## config.mk

```make
export PLATFORM = sky130hd
export DESIGN_NAME = priv_level_ctrl
export DESIGN_NICKNAME = d
export VERILOG_FILES = /design/src/rtl/priv_level_pkg.sv /design/src/rtl/priv_level_judge.sv /design/src/rtl/priv_level_bank.sv /design/src/rtl/priv_level_state.sv /design/src/rtl/priv_level_ctrl.sv
export SDC_FILE = /design/constraint.sdc
export NUM_CORES = 1
export LEC_CHECK = 0
export BUFFER_PORTS_ARGS = -buffer_cell sky130_fd_sc_hd__buf_4
export CAP_MARGIN = 20
export CORE_ASPECT_RATIO = 1.2
export CORE_MARGIN = 2
export CORE_UTILIZATION = 30
export DETAILED_ROUTE_END_ITERATION = 7
export PLACE_DENSITY = 0.54
export SLEW_MARGIN = 15
export SYNTH_ARGS = -nofsm -noshare
export SYNTH_HDL_FRONTEND = slang
export SYNTH_SLANG_ARGS = --single-unit
```

## constraint.sdc

```tcl
create_clock -name clk -period 3.6 [get_ports clk]
set_input_delay 0.54 -clock clk [delete_from_list [all_inputs] [get_ports clk]]
set_output_delay 0.54 -clock clk [all_outputs]
set_load 0.02 [all_outputs]
```

## src/rtl/priv_level_pkg.sv

```systemverilog
package priv_level_pkg;

  localparam int LVL_W = 2;

  typedef logic [LVL_W-1:0] lvl_t;

  // packed saved-status word: {secure, wide, level}
  typedef struct packed {
    logic sec;
    logic wide;
    lvl_t lvl;
  } pstat_t;

  localparam int STAT_W = $bits(pstat_t);

  function automatic logic lvl_present(lvl_t l, logic has2, logic has3);
    return (l < 2'd2) || (l == 2'd2 && has2) || (l == 2'd3 && has3);
  endfunction

  function automatic lvl_t top_level(logic has2, logic has3);
    if (has3) return 2'd3;
    if (has2) return 2'd2;
    return 2'd1;
  endfunction

  function automatic logic entry_legal(pstat_t cur, lvl_t tgt, logic tgt_wide,
                                       logic has2, logic has3);
    if (!lvl_present(tgt, has2, has3)) return 1'b0;
    if (tgt < cur.lvl) return 1'b0;
    if (tgt == 2'd3 && !tgt_wide) return 1'b0;
    if (tgt == cur.lvl) return tgt_wide == cur.wide;
    return !(cur.wide && !tgt_wide);
  endfunction

  function automatic logic sec_legal(pstat_t cur, pstat_t sv, logic has3);
    if (has3) return sv.sec == (sv.lvl == 2'd3);
    return sv.sec == cur.sec;
  endfunction

  function automatic logic return_legal(pstat_t cur, pstat_t sv,
                                        logic has2, logic has3);
    if (!lvl_present(sv.lvl, has2, has3)) return 1'b0;
    if (sv.lvl > cur.lvl) return 1'b0;
    if (sv.lvl == 2'd3 && !sv.wide) return 1'b0;
    if (!sec_legal(cur, sv, has3)) return 1'b0;
    if (sv.lvl == cur.lvl) return sv.wide == cur.wide;
    return !(!cur.wide && sv.wide);
  endfunction

endpackage

```

## src/rtl/priv_level_judge.sv

```systemverilog
module priv_level_judge
  import priv_level_pkg::*;
#(
  parameter bit HAS_L2 = 1'b1,
  parameter bit HAS_L3 = 1'b1
) (
  input  pstat_t cur,
  input  logic   ent_req,
  input  lvl_t   ent_lvl,
  input  logic   ent_wide,
  input  logic   ret_req,
  input  pstat_t saved,
  output logic   ent_go,
  output logic   ret_go,
  output logic   reject,
  output logic   sw_go
);

  logic both_req;
  logic ent_ok;
  logic ret_ok;

  assign both_req = ent_req && ret_req;
  assign ent_ok   = entry_legal(cur, ent_lvl, ent_wide, HAS_L2, HAS_L3);
  assign ret_ok   = return_legal(cur, saved, HAS_L2, HAS_L3);

  assign ent_go = ent_req && !both_req && ent_ok;
  assign ret_go = ret_req && !both_req && ret_ok;
  assign reject = (ent_req || ret_req) && !ent_go && !ret_go;
  assign sw_go  = !ent_req && !ret_req;

endmodule

```

## src/rtl/priv_level_bank.sv

```systemverilog
module priv_level_bank
  import priv_level_pkg::*;
#(
  parameter int AW     = 32,
  parameter bit HAS_L2 = 1'b1,
  parameter bit HAS_L3 = 1'b1
) (
  input  logic          clk,
  input  logic          rst_n,
  input  logic          ent_go,
  input  lvl_t          ent_lvl,
  input  logic [AW-1:0] ent_pc,
  input  pstat_t        ent_stat,
  input  logic          sw_go,
  input  logic          sw_link_we,
  input  logic          sw_stat_we,
  input  logic [AW-1:0] sw_data,
  input  lvl_t          cur_lvl,
  output logic [AW-1:0] rd_link,
  output pstat_t        rd_stat
);

  localparam int NLVL = 1 << LVL_W;

  logic [AW-1:0] link_q [NLVL];
  pstat_t        stat_q [NLVL];

  for (genvar g = 0; g < NLVL; g++) begin : g_lvl
    localparam lvl_t MY_LVL = lvl_t'(g);
    if (lvl_present(MY_LVL, HAS_L2, HAS_L3)) begin : g_on
      logic hit_ent;
      logic hit_sw;
      assign hit_ent = ent_go && (ent_lvl == MY_LVL);
      assign hit_sw  = sw_go && (cur_lvl == MY_LVL);
      always_ff @(posedge clk) begin
        if (!rst_n) begin
          link_q[g] <= '0;
          stat_q[g] <= '0;
        end else if (hit_ent) begin
          link_q[g] <= ent_pc;
          stat_q[g] <= ent_stat;
        end else if (hit_sw) begin
          if (sw_link_we) link_q[g] <= sw_data;
          if (sw_stat_we) stat_q[g] <= pstat_t'(sw_data[STAT_W-1:0]);
        end
      end
    end else begin : g_off
      assign link_q[g] = '0;
      assign stat_q[g] = '0;
    end
  end

  assign rd_link = link_q[cur_lvl];
  assign rd_stat = stat_q[cur_lvl];

endmodule

```

## src/rtl/priv_level_state.sv

```systemverilog
module priv_level_state
  import priv_level_pkg::*;
#(
  parameter int AW     = 32,
  parameter bit HAS_L2 = 1'b1,
  parameter bit HAS_L3 = 1'b1
) (
  input  logic          clk,
  input  logic          rst_n,
  input  logic          cfg_secure,
  input  logic          ent_go,
  input  lvl_t          ent_lvl,
  input  logic          ent_wide,
  input  logic          ret_go,
  input  logic          reject,
  input  pstat_t        saved,
  input  logic [AW-1:0] saved_link,
  output pstat_t        cur,
  output logic [AW-1:0] resume_pc,
  output logic          resume_vld,
  output logic          illegal
);

  localparam lvl_t RST_LVL = top_level(HAS_L2, HAS_L3);

  pstat_t cur_q;
  logic   ent_sec;

  assign ent_sec = HAS_L3 ? (ent_lvl == 2'd3) : cur_q.sec;

  always_ff @(posedge clk) begin
    if (!rst_n) begin
      cur_q.lvl  <= RST_LVL;
      cur_q.wide <= 1'b1;
      cur_q.sec  <= HAS_L3 ? 1'b1 : cfg_secure;
      resume_pc  <= '0;
      resume_vld <= 1'b0;
      illegal    <= 1'b0;
    end else begin
      resume_vld <= ret_go;
      illegal    <= reject;
      if (ent_go) begin
        cur_q.lvl  <= ent_lvl;
        cur_q.wide <= ent_wide;
        cur_q.sec  <= ent_sec;
      end else if (ret_go) begin
        cur_q     <= saved;
        resume_pc <= saved_link;
      end
    end
  end

  assign cur = cur_q;

endmodule

```

## src/rtl/priv_level_ctrl.sv

```systemverilog
module priv_level_ctrl
  import priv_level_pkg::*;
#(
  parameter int AW     = 32,
  parameter bit HAS_L2 = 1'b1,
  parameter bit HAS_L3 = 1'b1
) (
  input  logic          clk,
  input  logic          rst_n,
  input  logic          cfg_secure,
  input  logic          ent_req,
  input  logic [1:0]    ent_lvl,
  input  logic          ent_wide,
  input  logic [AW-1:0] ent_pc,
  input  logic          ret_req,
  input  logic          sw_link_we,
  input  logic          sw_stat_we,
  input  logic [AW-1:0] sw_data,
  output logic [1:0]    cur_lvl,
  output logic          cur_wide,
  output logic          cur_secure,
  output logic [AW-1:0] resume_pc,
  output logic          resume_vld,
  output logic          illegal
);

  pstat_t        cur;
  pstat_t        saved;
  logic [AW-1:0] saved_link;
  logic          ent_go;
  logic          ret_go;
  logic          reject;
  logic          sw_go;

  priv_level_judge #(.HAS_L2(HAS_L2), .HAS_L3(HAS_L3)) u_judge (
    .cur      (cur),
    .ent_req  (ent_req),
    .ent_lvl  (ent_lvl),
    .ent_wide (ent_wide),
    .ret_req  (ret_req),
    .saved    (saved),
    .ent_go   (ent_go),
    .ret_go   (ret_go),
    .reject   (reject),
    .sw_go    (sw_go)
  );

  priv_level_bank #(.AW(AW), .HAS_L2(HAS_L2), .HAS_L3(HAS_L3)) u_bank (
    .clk        (clk),
    .rst_n      (rst_n),
    .ent_go     (ent_go),
    .ent_lvl    (ent_lvl),
    .ent_pc     (ent_pc),
    .ent_stat   (cur),
    .sw_go      (sw_go),
    .sw_link_we (sw_link_we),
    .sw_stat_we (sw_stat_we),
    .sw_data    (sw_data),
    .cur_lvl    (cur.lvl),
    .rd_link    (saved_link),
    .rd_stat    (saved)
  );

  priv_level_state #(.AW(AW), .HAS_L2(HAS_L2), .HAS_L3(HAS_L3)) u_state (
    .clk        (clk),
    .rst_n      (rst_n),
    .cfg_secure (cfg_secure),
    .ent_go     (ent_go),
    .ent_lvl    (ent_lvl),
    .ent_wide   (ent_wide),
    .ret_go     (ret_go),
    .reject     (reject),
    .saved      (saved),
    .saved_link (saved_link),
    .cur        (cur),
    .resume_pc  (resume_pc),
    .resume_vld (resume_vld),
    .illegal    (illegal)
  );

  assign cur_lvl    = cur.lvl;
  assign cur_wide   = cur.wide;
  assign cur_secure = cur.sec;

endmodule

```

==> flow_summary_export.csv, run 1 <==
group,metric,value,unit
outcome,run_status,"completed",
timing,totalNegativeSetupSlack,0,ns
floorplan,die_width,158.9,um
timing,max_freq,336.8,MHz
drt,detailedRoute.firstIterationViolations,434,
synth,synthesis.instances,605,
drt,number_of_vias_in_the_routed_layout,5806,
worst_setup_path,timing.critical_path.buf_inv,1,
global_routing,grt_start_max_net_pins,68,
timing,finalWorstPathRequiredPeriod,2.969,ns
floorplan,core-area,28590,um2
timing,worst_hold_slack,0.3664,ns
finish,area_growth,22.49,%
worst_setup_path,worst-r2r-cell-count,8,
drt,detail_route.wl_per_cell,21.48,um
clocking,cts.clk_slew.worst_paths,0.07,ns
power_and_ir_drop,vdd_ir_drop_max,263.4,uV
timing,finalCritPeriodShare,82.47,%
finish,multi_input_comb_area,3269,um2
floorplan,initial_core_util,30.22,%
synth,leading_cell_types_by_total_area_after_synthesis,"sky130_fd_sc_hd__edfxtp_1, sky130_fd_sc_hd__a22o_1, sky130_fd_sc_hd__mux4_2, sky130_fd_sc_hd__dfxtp_1, sky130_fd_sc_hd__nand3_2",
finish,nets,780,
clocking,cts_inserted_buffers,17,
synth,synth_cell_type_count,39,
global_routing,grt_use_total,15.81,%
worst_setup_path,critical_path.max_stage_delay,0.65,ns
clocking,clock_path_buffers,2,
clocking,clock_insertion_delay_worst_skew,0.43,ns
synth,synthesis.yosys.warnings,0,
synth,synth_edf_count,144,
floorplan,dieArea,30170,um2
global_routing,first_pass_grt_wire_length,35720,um
synth,ys.flop_type,"sky130_fd_sc_hd__edfxtp_1",
drt,drc,0,
timing,worst_clock_skew,0.007478,ns
synth,postSynthAreaPerCell,14.28,um2
worst_setup_path,endpoint_kind,"flop",
worst_setup_path,timing.setup.critical_path_class,"flop to flop",
worst_setup_path,cp_max_fo,67,
clocking,cts_hold_bufs,0,
floorplan,ioPinCount,112,
synth,synth_async_sr_flop_share,0,%
finish,seqCellArea,5127,um2
timing,setup_viol_count_final,0,
placed_design,placement.io_buffers,110,
global_routing,via_count_of_the_first_global_routing_pass,5848,
worst_hold_path,hold_path_class,"input pin to flop",
floorplan,floorplan.rows,68,
worst_setup_path,crit_slowest_cell,"sky130_fd_sc_hd__mux4_2",
worst_setup_path,timing.rr.end,"u_state.resume_pc[22]",
timing,timing_worst_slew_pin_value,0.8060,ns
timing,grt_setup_unrepaired,"no",
job,timing.max_cap.violations,0,
synth,syn_nets,685,
timing,timing_max_transition_violations_final,0,
power_and_ir_drop,leakage,3.933,nW
worst_hold_path,min_from,"ent_wide",
clocking,clock_sinks,184,
timing,timing.max_slew.rel_slack,46.27,%
worst_setup_path,critical_path.cell_chain,"mux4_2, ha_1, or4b_1, a21oi_1, o22ai_4, buf_12, nand3_2, o21ai_2",
floorplan,vert_die_dim,189.9,um
finish,drive_gt1_share,36.19,%
clocking,clock_tree_root_buffer_cell,"sky130_fd_sc_hd__clkbuf_16",
global_routing,initial_antenna_violation_count,2,
clocking,postCtsSetupRepairBufs,0,
worst_setup_path,required_time_of_the_worst_setup_path,3.91,ns
global_routing,globalRoute.totalOverflow,0,
drt,firstDrtPassIters,5,
synth,synth_area_leader_cell,"sky130_fd_sc_hd__edfxtp_1",
drt,drtAntennaViolNets,0,
clocking,cts_tree,"done",
finish,fill_cell_count,2830,
drt,viasPerCell,5.278,
synth,ys_seq_elements,184,
worst_setup_path,path_delay_family,"multiplexers",
synth,synth_top_area_share,50.06,%
synth,seq_area_frac_synth,59.33,%
worst_setup_path,critPathArrivalTime,3.28,ns
drt,finalWirelength,23630,um
worst_hold_path,hold-path-cell-count,3,
placed_design,dp_hpwl,14410,um
clocking,post_cts_resized,0,
timing,hold_viol,0,
synth,synth.cells.most_frequent,"sky130_fd_sc_hd__a22o_1, sky130_fd_sc_hd__edfxtp_1, sky130_fd_sc_hd__dfxtp_1, sky130_fd_sc_hd__nand2_1, sky130_fd_sc_hd__mux4_2",
power_and_ir_drop,power.density,490.9,nW/um2
clocking,htreeDepth,4,
synth,post_synth_instance_area,8638,um2
worst_setup_path,critical_path.startpoint_type,"flop",
placed_design,gp_routability_congestion,0.7404,
worst_setup_path,r2r_slack,0.63,ns
worst_hold_path,worst_hold_path.endpoint,"u_state.cur[2]",
==> layer usage <==
metal | global-route usage, % | share of wire [%]
met1 | 20.19 | 42
met2 | 26.81 | 50
met3 | 3.030 | 5.7
met4 | 5.909 | 2.2
met5 | 0 | 0
==> registers in the layout (all words and copies together), names as in the netlist, named ones only <==
name and count:
u_state.cur 4, u_state.resume_vld 1, u_bank.stat_q 16, u_bank.link_q 128
u_state.resume_pc 32, u_state.illegal 1
==> worst register-to-register path, cell delays in order (launching register included) <==
cell and delay [ns]:
sky130_fd_sc_hd__dfxtp_1 0.49, sky130_fd_sc_hd__mux4_2 0.66, sky130_fd_sc_hd__ha_1 0.23, sky130_fd_sc_hd__or4b_1 0.51
sky130_fd_sc_hd__a21oi_1 0.36, sky130_fd_sc_hd__o22ai_4 0.13, sky130_fd_sc_hd__buf_12 0.23, sky130_fd_sc_hd__nand3_2 0.20
sky130_fd_sc_hd__o21ai_2 0.06
==> layout make-up <==
cell class / instances / area share [%]
tap: 385 / 4.552
sequential: 184 / 48.46
inverter: 7 / 0.2483
antenna: 2 / 0.04730
clock inverter: 11 / 0.9933
timing repair buffer: 130 / 10.05
clock buffer: 21 / 4.753
multi-input combinational: 360 / 30.90
==> power by group <==
part           switching [mW]  internal [mW]
logic                   0.475          0.341
registers              0.0595           2.42
clock network           0.823           1.08
==> worst max-delay path by stage <==
| stage | start | end | slack [ns] | cells after the start |
|---|---|---|---|---|
| after floorplan | ent_lvl[0] | u_bank.link_q[3][0] | 0.48 | 7 |
| after global placement | ent_lvl[0] | u_bank.link_q[1][16] | 0.55 | 9 |
| after CTS | flop | flop | 0.64 | 8 |
| final | flop | u_state.resume_pc[22] | 0.63 | 8 |
| after detailed placement | ent_lvl[0] | u_bank.link_q[1][14] | 0.54 | 9 |
| after global routing | flop | u_state.cur[1] | 0.47 | 7 |
==> per-stage QoR <==
| stage | cell area (um2) | cells | power [mW] | setup slack [ns] | util, % |
|---|---|---|---|---|---|
| after floorplan | 8638 | 605 | 3.022 | 0.4758 | - |
| after global placement | 9968 | 1066 | 3.342 | 0.5496 | 34.87 |
| after detailed placement | 9968 | 1066 | 3.347 | 0.5385 | 34.87 |
| after CTS | 10580 | 1098 | 5.235 | 0.6383 | 37.00 |
| after global routing | 10580 | 1100 | 5.407 | 0.4722 | 37.01 |
| final | 10580 | 1100 | 5.194 | 0.6311 | 37.01 |
==> logic make-up after synthesis <==
family | share of synthesized area, %
flops | 59.33
mux | 9.386
fa+ha+maj | 0.8690
buf+inv | 3.302
compound gates | 19.44
xor+xnor | 0.1014
simple gates | 7.575
==> cells in the final DEF (no fill, tap or decap), types with 7 or more instances in the layout <==
cell type                     n
sky130_fd_sc_hd__buf_12       7
sky130_fd_sc_hd__nand3_2     20
sky130_fd_sc_hd__buf_4      123
sky130_fd_sc_hd__o21ai_1     14
sky130_fd_sc_hd__dfxtp_1     38
sky130_fd_sc_hd__nand2_1     38
sky130_fd_sc_hd__nand3_1     19
sky130_fd_sc_hd__edfxtp_1   144
sky130_fd_sc_hd__a22o_1     144
sky130_fd_sc_hd__nor2_1       9
sky130_fd_sc_hd__o21ai_2     20
sky130_fd_sc_hd__mux4_2      36
sky130_fd_sc_hd__clkbuf_16   19
No activity file was read; power rests on OpenSTA's default activity.
==> run 2: changes to the inputs <==
==> constraint.sdc (replaced) <==
create_clock -name clk -period 2.4 [get_ports clk]
set_input_delay 0.36 -clock clk [delete_from_list [all_inputs] [get_ports clk]]
set_output_delay 0.36 -clock clk [all_outputs]
set_load 0.02 [all_outputs]
==> run 2 against run 1 <==
  * The flow now finishes with violations (setup timing)
  * Flip-flop and latch count unchanged
  * Via count increased by 4.3%
  * Sequential share of layout area decreased by 3.5 points
  * Register-to-register slack got worse by 0.71 ns
  * Critical path depth increased by 1
  * Clock power increased by 50%
  * Highest routed layer unchanged
==> flow_summary_export.csv, run 2 (synthesized netlist as in run 1, its figures left out) <==
group,metric,value,unit
outcome,run_status,"finished with violations",
outcome,violated_checks,"setup timing",
worst_setup_path,critPathArrivalTime,2.80,ns
power_and_ir_drop,leakage,4.304,nW
floorplan,vert_die_dim,189.9,um
finish,fin_cells,1147,
clocking,clock_tree_root_buffer_cell,"sky130_fd_sc_hd__clkbuf_16",
drt,detail_route.wl_per_cell,22.72,um
placed_design,gp_routability_congestion,0.7933,
floorplan,dieArea,30170,um2
floorplan,core-area,28590,um2
job,timing.max_cap.violations,0,
drt,drc,0,
timing,setup_viol_count_final,34,
global_routing,grt_use_total,17.21,%
worst_hold_path,hold_path_class,"input pin to flop",
floorplan,ioPinCount,112,
timing,grt_setup_unrepaired,"yes",
worst_setup_path,critical_path.startpoint_type,"flop",
finish,area_growth,32.10,%
power_and_ir_drop,sw_frac_of_total,27.27,%
timing,worst_clock_skew,0.01121,ns
timing,worst_hold_slack,0.2111,ns
drt,firstDrtPassIters,5,
power_and_ir_drop,pwr-share-clk,34.8,%
power_and_ir_drop,power.density,716.4,nW/um2
drt,viasPerCell,5.277,
timing,finalCritPeriodShare,103.2,%
finish,regMostFlops,"u_bank.link_q",
timing,totalNegativeSetupSlack,-1.461,ns
timing,timing_worst_slew_pin_value,0.7283,ns
timing,max_freq,403.9,MHz
floorplan,die_width,158.9,um
drt,met1Wirelength,11130,um
worst_setup_path,timing.setup.critical_path_class,"flop to flop",
worst_setup_path,worst-r2r-cell-count,9,
clocking,clock_path_buffers,2,
clocking,htreeDepth,4,
timing,timing_max_transition_violations_final,0,
clocking,clock_insertion_delay_worst_skew,0.43,ns
worst_setup_path,r2r_slack,-0.08,ns
finish,nets,829,
power_and_ir_drop,vdd_ir_drop_max,443.3,uV
global_routing,via_count_of_the_first_global_routing_pass,6230,
floorplan,initial_core_util,30.22,%
placed_design,place_inst,1102,
drt,route.met3.wl,1051,um
timing,hold_viol,0,
finish,largest_registers_ranked_by_flip_flop_count,"u_bank.link_q (128), u_state.resume_pc (32), u_bank.stat_q (16)",
clocking,cts_inserted_buffers,17,
timing,timing.max_slew.rel_slack,51.03,%
power_and_ir_drop,internal-power,5.946,mW
power_and_ir_drop,finalPower,8.175,mW
drt,number_of_vias_in_the_routed_layout,6053,
drt,drtAntennaViolNets,0,
drt,detailedRoute.firstIterationViolations,509,
clocking,cts.clk_slew.worst_paths,0.07,ns
power_and_ir_drop,power.switching,2.230,mW
finish,layout.cells.most_common,"sky130_fd_sc_hd__buf_4",
worst_setup_path,required_time_of_the_worst_setup_path,2.73,ns
global_routing,grt_start_max_net_pins,57,
worst_setup_path,endpoint_kind,"flop",
timing,layout_setup_ws,-0.07570,ns
placed_design,dp_hpwl,16240,um
drt,finalWirelength,26060,um
floorplan,floorplan.rows,68,
clocking,cts_tree,"done",
finish,drive_gt1_share,43.04,%
power_and_ir_drop,power.share.combinational,19.7,%
drt,route.top_layer_used,"met4",
timing,finalWorstPathRequiredPeriod,2.476,ns
finish,insertedDiodeCount,0,
finish,largest_register_ffs,128,
global_routing,globalRoute.totalOverflow,0,
global_routing,first_pass_grt_wire_length,38920,um
clocking,clock_sinks,184,
global_routing,initial_antenna_violation_count,0,
power_and_ir_drop,power.sequential.fraction,45.5,%
worst_setup_path,cp_max_fo,8,
finish,mostFrequentLayoutCells,"sky130_fd_sc_hd__buf_4, sky130_fd_sc_hd__a22o_1, sky130_fd_sc_hd__edfxtp_1",
worst_hold_path,hold-path-cell-count,3,
drt,met2RoutedLength,13440,um
placed_design,placement.io_buffers,110,
run 2: cell types whose count changed in the layout (fill, tap and decap cells not counted), moves of 3 or more:
| cell | change |
|---|---|
| sky130_fd_sc_hd__a21oi_1 | -3 |
| sky130_fd_sc_hd__buf_12 | +14 |
| sky130_fd_sc_hd__buf_16 | +5 |
| sky130_fd_sc_hd__buf_4 | +26 |
| sky130_fd_sc_hd__inv_8 | +3 |
| sky130_fd_sc_hd__nand3_1 | -4 |
| sky130_fd_sc_hd__nand3_2 | +4 |
| sky130_fd_sc_hd__nor2_2 | -3 |
| sky130_fd_sc_hd__nor2_4 | +3 |
| sky130_fd_sc_hd__o21ai_1 | -3 |
| sky130_fd_sc_hd__o21ai_2 | +5 |
| sky130_fd_sc_hd__or2_2 | -3 |
| sky130_fd_sc_hd__or2_4 | +3 |
run 2: critical path: stages (launching register included):
cell and delay, ns:
sky130_fd_sc_hd__dfxtp_4 0.37, sky130_fd_sc_hd__mux4_2 0.54, sky130_fd_sc_hd__ha_4 0.18, sky130_fd_sc_hd__or4b_4 0.52, sky130_fd_sc_hd__a21oi_4 0.16, sky130_fd_sc_hd__o22ai_4 0.11, sky130_fd_sc_hd__buf_12 0.18, sky130_fd_sc_hd__clkbuf_16 0.17
sky130_fd_sc_hd__nand3_2 0.07, sky130_fd_sc_hd__o21ai_2 0.06
run 2: worst paths after layout:
path	start	endpoint
min reg2reg	u_state.resume_pc[2]	u_state.resume_pc[2]
max reg2reg	flop	u_state.resume_pc[15]
max	flop	u_state.resume_pc[15]
min	ent_wide	u_state.cur[2]
run 2: layout make-up:
class	instances	area [um2]
multi-input cells	360	3432
flip-flops and latches	184	5131
well taps	385	481.7
fillers	2768	17180
repair buffers	179	1749
clock buffers	17	425.4
inverters	7	26.28
clock inverters	15	165.2
run 2: metal layers:
| layer | track usage [%] | vias to the layer above |
|---|---|---|
| met5 | 0 | - |
| met4 | 5.524 | 0 |
| met3 | 2.660 | 38 |
| met2 | 30.06 | 200 |
| met1 | 22.00 | 3066 |
| li1 | - | 2749 |
run 2: what timing repair did:
item / CTS / global route
setup endpoints to repair: 38 / 127
resized for setup: 26 / 8
setup buffers: 6 / 1
hold endpoints to repair: 0 / 0
pin swaps: 12 / 10
hold buffers: 0 / 0
cloned: 5 / 2
run 2: metrics by stage:
stage                     util [%]  instance area [um2]  setup slack [ns]
final                        39.92                11410          -0.07570
after detailed placement     36.55                10450           -0.1297
after floorplan                  -                 8671          -0.06095
after global routing         39.92                11410           -0.1317
after CTS                    39.64                11330          -0.07477
after global placement       36.55                10450          -0.09022
run 2: power groups by stage:
stage | clock network (mW) | logic, mW | registers (mW)
2_1_floorplan | 0 | 0.718 | 3.83
3_3_place_gp | 0 | 1.37 | 3.79
3_5_place_dp | 0 | 1.38 | 3.79
4_1_cts | 2.90 | 1.59 | 3.72
5_1_grt | 3.02 | 1.72 | 3.74
6_report | 2.85 | 1.61 | 3.72
==> run 3: changes to the inputs <==
==> constraint.sdc (replaced) <==
create_clock -name clk -period 2.2 [get_ports clk]
set_input_delay 0.33 -clock clk [delete_from_list [all_inputs] [get_ports clk]]
set_output_delay 0.33 -clock clk [all_outputs]
set_load 0.02 [all_outputs]
==> run 3 against run 2 <==
  * Total power increased by 7.9%
  * Critical path type unchanged
  * First-iteration DRC count rose by 10%
  * Clock skew fell by 0.0022 ns
  * Highest routed layer unchanged
  * Largest power group unchanged
  * The run still ends with setup timing left
==> flow_summary_export.csv, run 3 (synthesized netlist as in run 1, its figures left out) <==
group,metric,value,unit
global_routing,initial_antenna_violation_count,0,
power_and_ir_drop,power.switching,2.509,mW
power_and_ir_drop,sw_frac_of_total,28.43,%
worst_setup_path,critical_path.startpoint_type,"flop",
worst_setup_path,critical_path.cell_chain,"mux4_2, ha_2, or4b_4, a21oi_4, o22ai_4, buf_12, nand3_2, o21ai_2",
timing,timing.max_slew.rel_slack,66.28,%
finish,largest_registers_ranked_by_flip_flop_count,"u_bank.link_q (128), u_state.resume_pc (32), u_bank.stat_q (16)",
timing,timing_worst_slew_pin_value,0.5057,ns
clocking,cts_inserted_buffers,17,
drt,finalWirelength,28800,um
worst_hold_path,min_from,"sw_data[29]",
clocking,clock_tree_root_buffer_cell,"sky130_fd_sc_hd__clkbuf_16",
finish,finalCoreUtilization,42.73,%
finish,drive_gt1_share,46.94,%
drt,viasPerCell,5.295,
finish,largest_register_ffs,128,
power_and_ir_drop,internal-power,6.315,mW
worst_setup_path,worst-r2r-cell-count,8,
timing,max_freq,406.2,MHz
drt,number_of_vias_in_the_routed_layout,6359,
drt,detailedRoute.firstIterationViolations,561,
power_and_ir_drop,leakage,4.679,nW
finish,mostFrequentLayoutCells,"sky130_fd_sc_hd__buf_4, sky130_fd_sc_hd__a22o_1, sky130_fd_sc_hd__edfxtp_1",
worst_setup_path,timing.setup.critical_path_class,"flop to flop",
worst_setup_path,required_time_of_the_worst_setup_path,2.52,ns
worst_hold_path,hold-path-cell-count,2,
timing,timing_max_transition_violations_final,0,
placed_design,gp_routability_congestion,0.8191,
clocking,cts_tree,"done",
outcome,run_status,"finished with violations",
global_routing,globalRoute.totalOverflow,0,
drt,detail_route.wl_per_cell,23.98,um
worst_setup_path,critical_path.max_stage_delay,0.52,ns
power_and_ir_drop,power.density,722.5,nW/um2
worst_setup_path,timing.critical_path.buf_inv,1,
worst_setup_path,timing.rr.end,"u_state.resume_pc[14]",
worst_setup_path,crit_slowest_cell,"sky130_fd_sc_hd__or4b_4",
worst_setup_path,cp_max_fo,25,
power_and_ir_drop,finalPower,8.824,mW
worst_setup_path,r2r_slack,-0.26,ns
clocking,cts.clk_slew.worst_paths,0.08,ns
worst_setup_path,critPathArrivalTime,2.78,ns
global_routing,first_pass_grt_wire_length,40080,um
outcome,violated_checks,"setup timing",
clocking,clock_insertion_delay_worst_skew,0.43,ns
placed_design,placement.io_buffers,110,
floorplan,core-area,28590,um2
timing,finalWorstPathRequiredPeriod,2.462,ns
floorplan,die_width,158.9,um
timing,grt_setup_unrepaired,"yes",
finish,layout.cells.most_common,"sky130_fd_sc_hd__buf_4",
worst_hold_path,worst_hold_path.endpoint,"u_bank.link_q[3][29]",
finish,area_growth,41.40,%
power_and_ir_drop,power.share.combinational,20.1,%
timing,hold_viol,0,
timing,layout_setup_ws,-0.2620,ns
timing,finalCritPeriodShare,111.9,%
finish,nets,883,
power_and_ir_drop,power.sequential.fraction,45.9,%
placed_design,dp_hpwl,16320,um
floorplan,floorplan.rows,68,
drt,drtAntennaViolNets,0,
worst_setup_path,path_delay_family,"simple AND/OR/NAND/NOR gates",
global_routing,via_count_of_the_first_global_routing_pass,6448,
finish,insertedDiodeCount,0,
floorplan,initial_core_util,30.22,%
floorplan,ioPinCount,112,
placed_design,place_inst,1114,
timing,setup_viol_count_final,219,
power_and_ir_drop,pwr-share-clk,34.1,%
job,timing.max_cap.violations,0,
timing,worst_clock_skew,0.009005,ns
clocking,htreeDepth,4,
global_routing,grt_start_max_net_pins,43,
clocking,clock_path_buffers,2,
worst_setup_path,endpoint_kind,"flop",
finish,fin_cells,1201,
drt,drc,0,
floorplan,dieArea,30170,um2
floorplan,vert_die_dim,189.9,um
power_and_ir_drop,vdd_ir_drop_max,477.0,uV
worst_hold_path,hold_path_class,"input pin to flop",
clocking,clock_sinks,184,
finish,regMostFlops,"u_bank.link_q",
drt,firstDrtPassIters,8,
clocking,cts_hold_bufs,0,
global_routing,grt_use_total,17.98,%
[run 3: what timing repair did]
item | in CTS | in global routing
cloned | 14 | 15
setup endpoints to repair | 256 | 307
buffers inserted | 24 | 14
pin swaps | 51 | 48
resized for setup | 47 | 28
hold endpoints to repair | 0 | 0
[run 3: area by class of cell]
cell class / count / area [um2]
inverter: 7 / 28.78
multi-input combinational: 360 / 3422
fill: 2645 / 16370
clock buffer: 17 / 425.4
sequential: 184 / 5134
tap: 385 / 481.7
clock inverter: 15 / 155.1
timing repair buffer: 233 / 2567
[run 3: worst max-delay path by stage]
stage	start	endpoint	slack (ns)	cells past startpoint
finish	flop	u_state.resume_pc[14]	-0.26	8
CTS	flop	u_state.resume_pc[15]	-0.24	8
global placement	flop	flop	-0.31	8
floorplan	flop	u_state.resume_pc[17]	-0.25	9
global route	flop	u_state.resume_pc[15]	-0.32	8
detailed placement	flop	u_state.cur[0]	-0.31	8
[run 3: metal layers]
metal,global-route usage (%),wire (um),vias to the layer above
li1,-,-,2872
met1,22.74,11860,3177
met2,30.97,14530,259
met3,2.354,1648,51
met4,8.042,766,0
met5,0,0,-
[run 3: power by group through the flow]
stage | Sequential [mW] | Clock (mW) | Combinational (mW)
floorplan | 4.17 | 0 | 0.793
global placement | 4.12 | 0 | 1.52
detailed placement | 4.12 | 0 | 1.52
CTS | 4.05 | 3.06 | 1.70
global route | 4.07 | 3.18 | 1.89
finish | 4.05 | 3.01 | 1.77
[run 3: metrics by stage]
stage                     TNS (ns)  setup WS, ns  hold WS [ns]  area [um2]
final                       -21.49       -0.2620        0.2051       12210
after global routing        -38.47       -0.3176        0.2004       12210
after CTS                   -20.44       -0.2379        0.1889       11850
after detailed placement    -40.41       -0.3093        0.4476       10520
after global placement      -41.53       -0.3095        0.4470       10520
after floorplan             -9.399       -0.2512        0.4581        8715
